File: config.mk
export PLATFORM = sky130hd
export DESIGN_NAME = tw_serial_master
export DESIGN_NICKNAME = d
export VERILOG_FILES = /design/src/rtl/tw_pkg.sv /design/src/rtl/tw_interval_timer.sv /design/src/rtl/tw_bit_shifter.sv /design/src/rtl/tw_serial_master.sv
export SDC_FILE = /design/constraint.sdc
export NUM_CORES = 1
export LEC_CHECK = 0
export BUFFER_PORTS_ARGS = -buffer_cell sky130_fd_sc_hd__buf_2
export CAP_MARGIN = 20
export CORE_UTILIZATION = 35
export CTS_CLUSTER_SIZE = 20
export DETAILED_ROUTE_END_ITERATION = 16
export PLACE_DENSITY_LB_ADDON = 0.1
export SLEW_MARGIN = 20
export SYNTH_ARGS = -nofsm -noshare
export SYNTH_HDL_FRONTEND = slang
export SYNTH_SLANG_ARGS = --single-unit
File: constraint.sdc
create_clock -name clk -period 4.1 [get_ports clk]
set_input_delay 0.41 -clock clk [delete_from_list [all_inputs] [get_ports clk]]
set_output_delay 0.41 -clock clk [all_outputs]
set_load 0.02 [all_outputs]
File: src/rtl/tw_pkg.sv
package tw_pkg;

   // sequencer states
   typedef enum logic [3:0] {
      S_IDLE,   // lines parked
      S_PRE,    // opening mode-high pulse
      S_ASET,   // mode low before address
      S_BLO,    // clock low, data held
      S_BDS,    // clock low, new bit driven
      S_BHI,    // clock high
      S_AHOLD,  // wait after address byte
      S_GHOLD,  // wait after a payload byte (more follow)
      S_GLOW,   // inter-byte mode low pulse
      S_DSET,   // mode high before payload byte
      S_FIN     // one-cycle end marker
   } tw_state_e;

   // interval slot indices
   localparam int IV_DHOLD  = 0;
   localparam int IV_DSETUP = 1;
   localparam int IV_CHIGH  = 2;
   localparam int IV_MHOLD  = 3;
   localparam int IV_MODE   = 4;
   localparam int IV_MSETUP = 5;
   localparam int IV_N      = 6;

endpackage

File: src/rtl/tw_interval_timer.sv
module tw_interval_timer #(
   parameter int TW = 8
) (
   input  logic          clk,
   input  logic          rst_n,
   input  logic          load_i,
   input  logic [TW-1:0] val_i,
   output logic          exp_o
);

   logic [TW-1:0] cnt_q;

   // a load of v gives max(v,1) cycles before expiry is seen
   always_ff @(posedge clk or negedge rst_n) begin
      if (!rst_n)
         cnt_q <= '0;
      else if (load_i)
         cnt_q <= (val_i == '0) ? '0 : val_i - TW'(1);
      else if (cnt_q != '0)
         cnt_q <= cnt_q - TW'(1);
   end

   assign exp_o = (cnt_q == '0);

endmodule

File: src/rtl/tw_bit_shifter.sv
module tw_bit_shifter #(
   parameter int DW        = 8,
   parameter int LSB_FIRST = 1
) (
   input  logic          clk,
   input  logic          rst_n,
   input  logic          load_i,
   input  logic [DW-1:0] data_i,
   input  logic          step_i,
   output logic          bit_o,
   output logic          last_o
);

   localparam int IW = (DW > 1) ? $clog2(DW) : 1;

   logic [DW-1:0] byte_q;
   logic [IW-1:0] idx_q;

   always_ff @(posedge clk or negedge rst_n) begin
      if (!rst_n) begin
         byte_q <= '0;
         idx_q  <= '0;
      end else if (load_i) begin
         byte_q <= data_i;
         idx_q  <= '0;
      end else if (step_i) begin
         idx_q  <= (idx_q == IW'(DW-1)) ? '0 : idx_q + IW'(1);
      end
   end

   generate
      if (LSB_FIRST != 0) begin : g_lsb
         assign bit_o = byte_q[idx_q];
      end else begin : g_msb
         assign bit_o = byte_q[IW'(DW-1) - idx_q];
      end
   endgenerate

   assign last_o = (idx_q == IW'(DW-1));

endmodule

File: src/rtl/tw_serial_master.sv
module tw_serial_master
   import tw_pkg::*;
#(
   parameter int TW        = 8,
   parameter int CW        = 4,
   parameter int DW        = 8,
   parameter int LSB_FIRST = 1
) (
   input  logic          clk,
   input  logic          rst_n,
   input  logic          start_i,
   input  logic [DW-1:0] addr_i,
   input  logic [CW-1:0] nbytes_i,
   input  logic [TW-1:0] t_dhold_i,
   input  logic [TW-1:0] t_dsetup_i,
   input  logic [TW-1:0] t_chigh_i,
   input  logic [TW-1:0] t_mhold_i,
   input  logic [TW-1:0] t_mode_i,
   input  logic [TW-1:0] t_msetup_i,
   input  logic [DW-1:0] din_i,
   input  logic          din_valid_i,
   output logic          din_ready_o,
   output logic          busy_o,
   output logic          done_o,
   output logic          scl_o,
   output logic          sda_o,
   output logic          mode_o
);

   generate
      if (TW < 1) begin : g_bad_tw
         $error("TW must be at least 1");
      end
      if (CW < 1) begin : g_bad_cw
         $error("CW must be at least 1");
      end
      if (DW < 2) begin : g_bad_dw
         $error("DW must be at least 2");
      end
   endgenerate

   typedef logic [IV_N-1:0][TW-1:0] iv_vec_t;

   iv_vec_t   iv_port, iv_q, iv_use;
   tw_state_e st, ns;
   logic [CW-1:0] left_q;
   logic      ph_data_q, sda_q;
   logic      tmr_exp, go, wants_byte, accept;
   logic      cur_bit, bit_last, load_sh, step;
   logic [DW-1:0] load_data;
   logic [TW-1:0] ld_val;

   assign iv_port[IV_DHOLD]  = t_dhold_i;
   assign iv_port[IV_DSETUP] = t_dsetup_i;
   assign iv_port[IV_CHIGH]  = t_chigh_i;
   assign iv_port[IV_MHOLD]  = t_mhold_i;
   assign iv_port[IV_MODE]   = t_mode_i;
   assign iv_port[IV_MSETUP] = t_msetup_i;

   function automatic logic [TW-1:0] pick(tw_state_e s, iv_vec_t iv);
      case (s)
         S_PRE, S_GLOW:    return iv[IV_MODE];
         S_ASET, S_DSET:   return iv[IV_MSETUP];
         S_BLO:            return iv[IV_DHOLD];
         S_BDS:            return iv[IV_DSETUP];
         S_BHI:            return iv[IV_CHIGH];
         S_AHOLD, S_GHOLD: return iv[IV_MHOLD];
         default:          return '0;
      endcase
   endfunction

   // next-state selection
   always_comb begin
      ns = st;
      case (st)
         S_IDLE:  ns = S_PRE;
         S_PRE:   ns = S_ASET;
         S_ASET:  ns = S_BLO;
         S_BLO:   ns = S_BDS;
         S_BDS:   ns = S_BHI;
         S_BHI: begin
            if (!bit_last)       ns = S_BLO;
            else if (!ph_data_q) ns = S_AHOLD;
            else if (left_q != '0) ns = S_GHOLD;
            else                 ns = S_FIN;
         end
         S_AHOLD: ns = (left_q == '0) ? S_FIN : S_DSET;
         S_GHOLD: ns = S_GLOW;
         S_GLOW:  ns = S_DSET;
         S_DSET:  ns = S_BLO;
         S_FIN:   ns = S_IDLE;
         default: ns = S_IDLE;
      endcase
   end

   assign wants_byte  = (st != S_IDLE) && (ns == S_DSET);
   assign din_ready_o = (st != S_IDLE) && tmr_exp && wants_byte;
   assign accept      = din_ready_o && din_valid_i;
   assign go          = (st == S_IDLE) ? start_i
                                       : (tmr_exp && (!wants_byte || din_valid_i));
   assign iv_use      = (st == S_IDLE) ? iv_port : iv_q;
   assign ld_val      = pick(ns, iv_use);
   assign load_sh     = ((st == S_IDLE) && start_i) || accept;
   assign load_data   = accept ? din_i : addr_i;
   assign step        = go && (st == S_BHI);

   tw_interval_timer #(.TW(TW)) u_tmr (
      .clk    (clk),
      .rst_n  (rst_n),
      .load_i (go),
      .val_i  (ld_val),
      .exp_o  (tmr_exp)
   );

   tw_bit_shifter #(.DW(DW), .LSB_FIRST(LSB_FIRST)) u_shf (
      .clk    (clk),
      .rst_n  (rst_n),
      .load_i (load_sh),
      .data_i (load_data),
      .step_i (step),
      .bit_o  (cur_bit),
      .last_o (bit_last)
   );

   always_ff @(posedge clk or negedge rst_n) begin
      if (!rst_n) begin
         st        <= S_IDLE;
         iv_q      <= '0;
         left_q    <= '0;
         ph_data_q <= 1'b0;
         sda_q     <= 1'b1;
      end else begin
         if (go) st <= ns;
         if ((st == S_IDLE) && start_i) begin
            iv_q      <= iv_port;
            left_q    <= nbytes_i;
            ph_data_q <= 1'b0;
         end else if (accept) begin
            left_q    <= left_q - CW'(1);
            ph_data_q <= 1'b1;
         end
         if (st == S_IDLE)     sda_q <= 1'b1;
         else if (st == S_BHI) sda_q <= cur_bit;
      end
   end

   // line decode from registered state
   always_comb begin
      scl_o  = 1'b1;
      sda_o  = sda_q;
      mode_o = 1'b0;
      case (st)
         S_IDLE, S_FIN: sda_o = 1'b1;
         S_PRE:   begin sda_o = 1'b1; mode_o = 1'b1; end
         S_ASET:  sda_o = 1'b1;
         S_BLO:   begin scl_o = 1'b0; mode_o = ph_data_q; end
         S_BDS:   begin scl_o = 1'b0; sda_o = cur_bit; mode_o = ph_data_q; end
         S_BHI:   begin sda_o = cur_bit; mode_o = ph_data_q; end
         S_GHOLD, S_DSET: mode_o = 1'b1;
         default: mode_o = 1'b0;
      endcase
   end

   assign busy_o = (st != S_IDLE);
   assign done_o = (st == S_FIN);

endmodule

# --- Word-level counts from Yosys, hierarchy flattened ---
# Index checks and enable logic that the tools add are counted.
op_classes:
  addsub: 4
  multipliers: 0
  div_mod_pow: 0
  order_cmp: 1
  eq_ne: 20
  n_shift: 0
  n_mux: 26
  n_bitwise: 0
  reduce_logical: 30
ops:
  columns: ["cell", "count"]
  rows:
  - ["48-bit 2-to-1 mux", 1]
  - ["8-bit case mux with 6 select lines", 1]
  - ["4-bit case mux with 9 select lines", 1]
  - ["4-bit by 3-bit equality test with 1-bit output (second input constant)", 8]
  - ["8-bit 2-to-1 mux", 4]
  - ["4-bit equality test (second input constant)", 5]
  - ["4-bit 2-to-1 mux", 5]
  - ["4-bit by 2-bit equality test with 1-bit output (second input constant)", 4]
  - ["8-bit logical NOT", 2]
  - ["8-bit by 1-bit subtractor with 8-bit output (second input constant)", 2]
  - ["2-bit OR reduction", 6]
  - ["3-bit 2-to-1 mux", 3]
  - ["4-bit by 1-bit equality test with 1-bit output (second input constant)", 2]
  - ["4-bit logical NOT", 2]
  - ["2-bit nonzero test", 4]
  - ["4-bit nonzero test", 2]
  - ["8-bit nonzero test", 1]
  - ["1-bit logical AND", 7]
  - ["1-bit 2-to-1 mux", 7]
  - ["3-bit OR reduction", 2]
  - ["3-bit by 4-bit less-than comparator with 1-bit output (second input constant)", 1]
  - ["1-bit case mux with 2 select lines", 2]
  - ["4-bit OR reduction", 1]
  - ["4-bit by 1-bit subtractor with 4-bit output (second input constant)", 1]
  - ["other kinds (6)", 7]
totals:
  regBits: 77
  latchBits: 0
  ram_bits: 0
  rom_bits: 0
  inputBits: 72
  out_inout_bits: 6
  word_cells: 94
  memories: 0

# --- Longest topological paths before layout ---
# Gate-level depths: netlist of the first run.
logic_depth:
  ltp_word: 14
  depth_mapped: 12
  mapped_depth_nobuf: 11

# --- Modules after synthesis ---
# A second synthesis of the first run with hierarchy kept.
hier_totals:
  cells_unflattened: 370
  area_unflattened_um2: 4403.0
modules_own_cells:
  columns: ["module", "instances", "cells_per_inst", "area_per_inst_um2", "seq_area_each_um2"]
  rows:
  - ["tw_serial_master", 1, 272, 3263.1, 1452.6]
  - ["tw_interval_timer", 1, 66, 631.9, 200.2]
  - ["tw_bit_shifter", 1, 32, 508.0, 275.3]

# --- Worst setup path after synthesis of the first run ---
# OpenSTA, ideal clock, no wires.
synth_timing:
  kind: "register to register"
  startpoint: "register left_q[0]"
  endpoint: "register u_tmr.cnt_q[2]"
  setup_time_ps: 128
  arrival_time_ps: 2699
  path_slack_ps: 1273
  path_stages_with_launch: 11
  n_path_buf: 1
  period_less_slack_ps: 2827
  cell_sequence: "dfrtp_1 -> inv_1 -> ha_1 -> or3b_1 -> buf_2 -> a32oi_4 -> o22ai_1 -> or3_4 -> or4_4 -> o21ai_4 -> o22ai_1"
synth_between:
  elab_chain_cells: 12
synth_lines:
  columns: ["item", "line_no", "source"]
  rows:
  - ["from (decl)", "tw_serial_master.sv:46", "logic [CW-1:0] left_q;"]
  - ["from (signal assigned)", "tw_serial_master.sv:136", "left_q <= nbytes_i;"]
  - ["from (signal assigned)", "tw_serial_master.sv:139", "left_q <= left_q - CW'(1);"]
  - ["4-bit nonzero test", "tw_serial_master.sv:84", "else if (left_q != '0) ns = S_GHOLD;"]
  - ["4-bit 2-to-1 mux", "tw_serial_master.sv:84", null]
  - ["4-bit 2-to-1 mux", "tw_serial_master.sv:83", "else if (!ph_data_q) ns = S_AHOLD;"]
  - ["4-bit 2-to-1 mux", "tw_serial_master.sv:82", "if (!bit_last) ns = S_BLO;"]
  - ["4-bit case mux with 9 select lines (*)", "tw_serial_master.sv:75", "case (st)"]
  - ["branches (longest 7 deep; another with 8-bit by 1-bit subtractor with 8-bit output)", null, null]
  - ["to (signal assigned)", "tw_interval_timer.sv:18", "cnt_q <= (val_i == '0) ? '0 : val_i - TW'(1);"]
  - ["to (signal assigned)", "tw_interval_timer.sv:20", "cnt_q <= cnt_q - TW'(1);"]
  - ["to (decl)", "tw_interval_timer.sv:11", "logic [TW-1:0] cnt_q;"]
# Every way passes the cells marked *.
# A chain may end at the register's enable or synchronous reset.

# --- Final worst setup path of the first run ---
layout_timing:
  startpoint: "register st[3]"
  endpoint: "register u_tmr.cnt_q[6]"
layout_between:
  elab_chain_cells: 10
layout_lines:
  columns: ["item", "line_no", "source"]
  rows:
  - ["from (decl)", "tw_serial_master.sv:45", "tw_state_e st, ns;"]
  - ["from (signal assigned)", "tw_serial_master.sv:133", "if (go) st <= ns;"]
  - ["branches (longest 10 deep; another with 8-bit by 1-bit subtractor with 8-bit output)", null, null]
# Parallel ways; which one is timed is not known.

==> results.py, run 1 <==
metrics = {
    "synth": {
        "syn_avg_cell_area_um2": 8.421,
        "synth_area_leader_cell": "dfrtp_1",
        "synth_nets": 609,
        "seq_area_frac_synth_pct": 43.12,
        "synth-main-ff-cell": "dfrtp_1",
        "ys_types": 58,
        "postSynthCellCount": 531,
        "syn-cell-area_mm2": 0.004472,
        "async_reset_ff_share_pct": 100.0,
        "synth_top_area_share_pct": 42.53,
        "synth_edf_count": 0,
        "ys_ff_latch": 77,
        "synth_area_leaders": "dfrtp_1, nand2_1, mux2i_1, a21oi_1, nor2_1",
        "ys.warnings.count": 0,
    },
    "floorplanning": {
        "io_pins": 78,
        "die-height_um": 115.0,
        "initial_core_util_pct": 36.62,
        "dieArea_mm2": 0.01323,
        "fp-row-count": 40,
        "die_w_um": 115.0,
        "core_mm2": 0.01221,
    },
    "timing": {
        "fmax_mhz": 297.9,
        "worst_clock_skew_ns": 0.005477,
        "timing.final.crit_share_pct": 81.88,
        "hold_viol": 0,
        "rsz0062_at_grt": "false",
        "tns_ns": 0,
        "setup_viol": 0,
        "slew-limit-headroom_pct": 42.79,
        "finalWorstSetupSlack_ns": 0.7427,
        "period_minus_slack_ns": 3.357,
        "tightest_slew_ns": 0.8582,
        "holdWs_ns": 0.01980,
        "slew_violations": 0,
    },
    "critical_path": {
        "worstPathCellList": "and4bb_4 -> a221oi_4 -> o22ai_1 -> or4_1 -> nor4_1 -> a41oi_1 -> a22oi_1",
        "path_delay_family": "simple AND/OR/NAND/NOR gates",
        "crit_path_end_kind": "flip-flop",
        "path_buf_inv": 0,
        "reg2reg_depth": 7,
        "startpoint_type": "flip-flop",
        "critPathMaxFanout": 22,
        "cp_slowest_cell": "dfrtp_1",
        "required_ns": 4.36,
        "crit_arrival_ns": 3.61,
        "critPathLaunch": "st[3]",
        "rr_startpoint": "st[3]",
        "timing.rr.end": "u_tmr.cnt_q[6]",
        "slowest_delay_ns": 0.90,
        "reg2reg_slack_ns": 0.74,
        "critPathKind": "reg -> reg",
    },
    "routing": {
        "num_vias": 3864,
        "remaining_drc_errors": 0,
        "vias_per_cell": 5.044,
        "dr.first_iter.drc_count": 170,
        "drt_wl_total_mm": 12.13,
        "antenna_left": 0,
        "dr.pass1.iters": 4,
        "wl_per_cell_um": 15.84,
    },
    "clocking": {
        "post-cts-setup-buffer-count": 0,
        "clkTransAtPathRegs_ns": 0.06,
        "insertion_delay_ns": 0.34,
        "cts_buffers": 9,
        "cts_sinks": 77,
        "htree_levels": 3,
        "cts_resized": 0,
        "cts_tree": "yes",
        "cts_buffer_depth": 2,
        "cts-root-buf": "clkbuf_16",
        "cts_hold_buf": 0,
    },
    "run_status": {
        "status": "finished, final reports clean",
    },
    "placement": {
        "gp_congestion": 0.8297,
        "dp_slack_ns": 0.7991,
        "place_hpwl_mm": 8.638,
        "io_buffers": 77,
    },
    "min_path": {
        "hold_path.class": "in -> async",
    },
    "power": {
        "pwr-share-clk_pct": 18.2,
        "power.internal_mw": 2.513,
        "power.net_switching_mw": 1.840,
        "leakage_nw": 2.557,
        "seqPwrFrac_pct": 32.5,
        "combPwrFrac_pct": 49.2,
        "p_sw_share_pct": 42.27,
        "vdd_ir_drop_max_mv": 0.3493,
        "cellPowerDensity_mw_per_mm2": 817.7,
    },
    "cells_and_area": {
        "diodes": 0,
        "drive_above_1_share_pct": 19.73,
        "final_cell_mix": "nand2_1, buf_2, dfrtp_1",
        "synthToLayoutAreaGrowth_pct": 19.03,
        "nets": 674,
        "final_common_cell": "nand2_1",
    },
    "job": {
        "drv_cap": 0,
    },
    "global_route": {
        "grt_pass1_wl_mm": 19.90,
        "grt.total_usage_pct": 19.86,
        "grt_pass1_vias": 3902,
        "antenna_found_initial": 0,
        "gr-total-overflow": 0,
        "grt_max_degree": 78,
    },
}
[worst register-to-register path: cells and delay by family (launching register included)]
family	cells	cell delay [ns]
flip-flops	1	0.90
AND/OR/NAND/NOR	3	1.33
AO/OA/AOI/OAI	4	1.04
[synth_stat cells (2+ instances only)]
library cell	n
buf_2	16
xor2_1	3
o22ai_1	11
a31oi_1	5
a21oi_1	22
a32oi_1	3
and2_1	4
o22a_1	8
o21ai_1	4
nor3_2	2
a22oi_1	7
nand2b_1	2
nand3_1	5
nand2_1	198
mux4_2	2
mux2i_1	34
ha_1	6
or4_1	2
o31ai_1	5
or2_2	3
o21ai_0	6
nor2_1	27
inv_1	9
nor3_1	10
dfrtp_1	76
xnor2_1	7
or3_1	5
nor4_1	3
clkbuf_1	13
nor2b_1	5
[cell families (layout without fill, tap and decap cells)]
family                     after synthesis  after routing  synth area share [%]
buffers and inverters                   41            108                 3.973
AOI/OAI and AO/OA                       83             83                 13.54
xor gates and xnor gates                10             10                 1.959
adders and majority gates                6              6                 1.679
and+or+nand+nor                        277            277                 26.86
muxes                                   37             37                 8.870
DFF                                     77             77                 43.12
[flip-flops by register name, indices dropped and copies added (netlist names)]
signal	flops
sda_q	1
st	4
u_shf.idx_q	3
u_shf.byte_q	8
iv_q	48
u_tmr.cnt_q	8
ph_data_q	1
left_q	4
[routing by layer]
layer | wire length [µm] | share of wire [%] | vias to the layer above | track usage, %
met5 | 0 | 0 | - | 0
met4 | 112 | 0.92 | 0 | 4.242
met3 | 439 | 3.6 | 10 | 5.166
met2 | 5787 | 48 | 66 | 32.25
met1 | 5791 | 48 | 1854 | 26.69
li1 | - | - | 1934 | -
[worst max-delay path by stage]
stage	to	slack, ns	cells past startpoint
5_1_grt	u_tmr.cnt_q[7]	0.53	7
4_1_cts	u_tmr.cnt_q[5]	0.77	7
2_1_floorplan	u_tmr.cnt_q[2]	1.27	10
6_report	u_tmr.cnt_q[6]	0.74	7
3_3_place_gp	u_tmr.cnt_q[4]	0.82	7
3_5_place_dp	u_tmr.cnt_q[5]	0.80	7
[layout make-up]
class | instances | area, µm²
Clock buffer | 11 | 252.7
Tap cell | 168 | 210.2
Sequential cell | 77 | 1928
Clock inverter | 2 | 35.03
Multi-Input combinational cell | 413 | 2379
Inverter | 10 | 37.54
Timing Repair Buffer | 85 | 480.5
Fill cell | 1255 | 6889
[per-stage QoR]
stage / area (µm²) / utilization [%] / cells / power [mW]
final: 5323 / 43.59 / 766 / 4.352
after detailed placement: 5007 / 41.00 / 752 / 3.563
after floorplan: 4472 / - / 531 / 2.982
after global routing: 5323 / 43.59 / 766 / 4.693
after CTS: 5295 / 43.36 / 765 / 4.382
after global placement: 5007 / 41.00 / 752 / 3.532
[power groups by stage]
stage | Clock [mW] | Sequential, mW | Combinational (mW)
2_1_floorplan | 0 | 1.30 | 1.68
3_3_place_gp | 0 | 1.42 | 2.11
3_5_place_dp | 0 | 1.42 | 2.14
4_1_cts | 0.817 | 1.41 | 2.15
5_1_grt | 0.839 | 1.47 | 2.39
6_report | 0.794 | 1.42 | 2.14
No activity file was read; power rests on OpenSTA's default activity.
==> inputs of run 2 (changes only) <==
==> constraint.sdc (replaced) <==
create_clock -name clk -period 3.17 [get_ports clk]
set_input_delay 0.317 -clock clk [delete_from_list [all_inputs] [get_ports clk]]
set_output_delay 0.317 -clock clk [all_outputs]
set_load 0.02 [all_outputs]
==> run 2 against run 1 <==
Utilization is 0.56 points higher. Die area stayed put. Largest power group unchanged. Combinational power is 38% higher. Flip-flop and latch count stayed put. Clock-buffer cell count is 3 higher. Sequential share of layout area is 0.46 points lower.
==> results.py, run 2 (same netlist as run 1, synthesis figures left out) <==
metrics = {
    "run_status": {
        "status": "finished, final reports clean",
    },
    "clocking": {
        "htree_levels": 3,
        "cts_buffers": 9,
        "cts_hold_buf": 0,
        "cts_tree": "yes",
        "cts_buffer_depth": 2,
        "cts_sinks": 77,
        "cts-root-buf": "clkbuf_16",
        "clkTransAtPathRegs_ns": 0.06,
        "insertion_delay_ns": 0.34,
    },
    "global_route": {
        "grt_pass1_vias": 3935,
        "gr-total-overflow": 0,
        "antenna_found_initial": 0,
        "grt_pass1_wl_mm": 19.60,
        "grt_max_degree": 78,
        "grt.total_usage_pct": 19.41,
    },
    "critical_path": {
        "critPathKind": "reg -> reg",
        "cpMostUsedCell": "o22ai_1",
        "path_buf_inv": 1,
        "slowest_delay_ns": 0.56,
        "crit_path_end_kind": "flip-flop",
        "critPathMaxFanout": 7,
        "crit_arrival_ns": 3.26,
        "required_ns": 3.38,
        "startpoint_type": "flip-flop",
        "path_delay_family": "simple AND/OR/NAND/NOR gates",
        "cp_slowest_cell": "or4_4",
        "worstPathCellList": "inv_1 -> ha_1 -> or3b_4 -> a32oi_4 -> o22ai_1 -> or3_4 -> or4_4 -> o21ai_4 -> o22ai_1",
    },
    "routing": {
        "num_vias": 3865,
        "dr.pass1.iters": 5,
        "wl_per_cell_um": 15.11,
        "vias_per_cell": 4.949,
        "drt_wl_total_mm": 11.80,
        "antenna_left": 0,
        "dr.first_iter.drc_count": 181,
        "remaining_drc_errors": 0,
    },
    "cells_and_area": {
        "fin_area_mm2": 0.005391,
        "largest-register": "iv_q",
        "seqCellArea_mm2": 0.001928,
        "largest_reg_flops": 48,
        "multiInputGateArea_mm2": 0.002411,
        "nets": 686,
        "final_cell_mix": "nand2_1, buf_2, dfrtp_1",
        "synthToLayoutAreaGrowth_pct": 20.57,
        "diodes": 0,
        "fill_cells": 1295,
        "reg_top3": "iv_q x48, u_shf.byte_q x8, u_tmr.cnt_q x8",
        "drive_above_1_share_pct": 21.86,
        "final_core_util_pct": 44.15,
        "final_common_cell": "nand2_1",
    },
    "placement": {
        "placed_cell_area_mm2": 0.005090,
        "dp_slack_ns": 0.04427,
        "gp_congestion": 0.8384,
        "place_hpwl_mm": 8.548,
        "io_buffers": 77,
    },
    "power": {
        "p_sw_share_pct": 42.50,
        "seqPwrFrac_pct": 32.1,
        "vdd_ir_drop_max_mv": 0.4040,
        "pwr-share-clk_pct": 15.9,
        "combPwrFrac_pct": 52.0,
        "power.internal_mw": 3.262,
        "cellPowerDensity_mw_per_mm2": 1052,
        "power.net_switching_mw": 2.411,
        "leakage_nw": 2.591,
        "p_total_mw": 5.673,
    },
    "timing": {
        "slew_violations": 0,
        "timing.final.crit_share_pct": 96.15,
        "tightest_slew_ns": 0.9808,
        "setup_viol": 0,
        "worst_clock_skew_ns": 0.008738,
        "slew-limit-headroom_pct": 34.61,
        "period_minus_slack_ns": 3.048,
        "hold_viol": 0,
        "holdWs_ns": 0.1556,
        "fmax_mhz": 328.1,
        "finalWorstSetupSlack_ns": 0.1220,
    },
    "floorplanning": {
        "fp-row-count": 40,
        "die_w_um": 115.0,
        "core_mm2": 0.01221,
        "die-height_um": 115.0,
        "dieArea_mm2": 0.01323,
        "initial_core_util_pct": 36.62,
        "io_pins": 78,
    },
    "min_path": {
        "hold_path.class": "in -> async",
    },
    "job": {
        "drv_cap": 0,
    },
}
[run 2: worst paths after layout]
kind	startpoint	end	slack [ns]	cells after the start
setup / recovery	left_q[0]	u_tmr.cnt_q[4]	0.12	9
hold / removal	rst_n	iv_q[12]	0.16	1
setup reg to reg	left_q[0]	u_tmr.cnt_q[4]	0.12	9
hold reg to reg	iv_q[35]	iv_q[35]	0.47	2
max in group asynchronous	rst_n	u_tmr.cnt_q[3]	2.40	1
min in group clk	t_dsetup_i[7]	iv_q[15]	0.17	3
[run 2: power by group through the flow]
stage          clock network, mW  registers (mW)  logic [mW]
3_3_place_gp                   0            1.82        2.83
5_1_grt                    0.971            1.89        3.31
4_1_cts                    0.932            1.82        2.87
6_report                   0.904            1.82        2.95
3_5_place_dp                   0            1.83        2.86
2_1_floorplan                  0            1.68        2.17
[run 2: metal layers]
metal | share of wire [%] | global-route usage, %
met1 | 48 | 26.04
met4 | 1.6 | 7.532
met2 | 47 | 31.45
met3 | 3.3 | 3.163
met5 | 0 | 0
[run 2: what timing repair did]
item                       CTS  global route
gates resized for setup      0             6
setup endpoints to repair    0             8
setup buffers                0             2
[run 2: cell type report]
class	instances	area share (%)
Inverter	10	0.6962
Tap cell	168	3.899
Timing Repair Buffer	97	10.21
Sequential cell	77	35.76
Multi-Input combinational cell	413	44.72
Clock inverter	2	0.1857
Clock buffer	14	4.525
[run 2: stage by stage]
| stage | setup TNS [ns] | cells |
|---|---|---|
| CTS | 0 | 779 |
| finish | 0 | 781 |
| detailed placement | 0 | 763 |
| global route | -0.01019 | 781 |
| floorplan | 0 | 531 |
| global placement | 0 | 763 |
[run 2: worst register-to-register path: stages, from the launching register on]
cell and delay (ns):
dfrtp_1 0.39, inv_1 0.08, ha_1 0.16, or3b_4 0.45, a32oi_4 0.35, o22ai_1 0.17
or3_4 0.42, or4_4 0.56, o21ai_4 0.22, o22ai_1 0.11
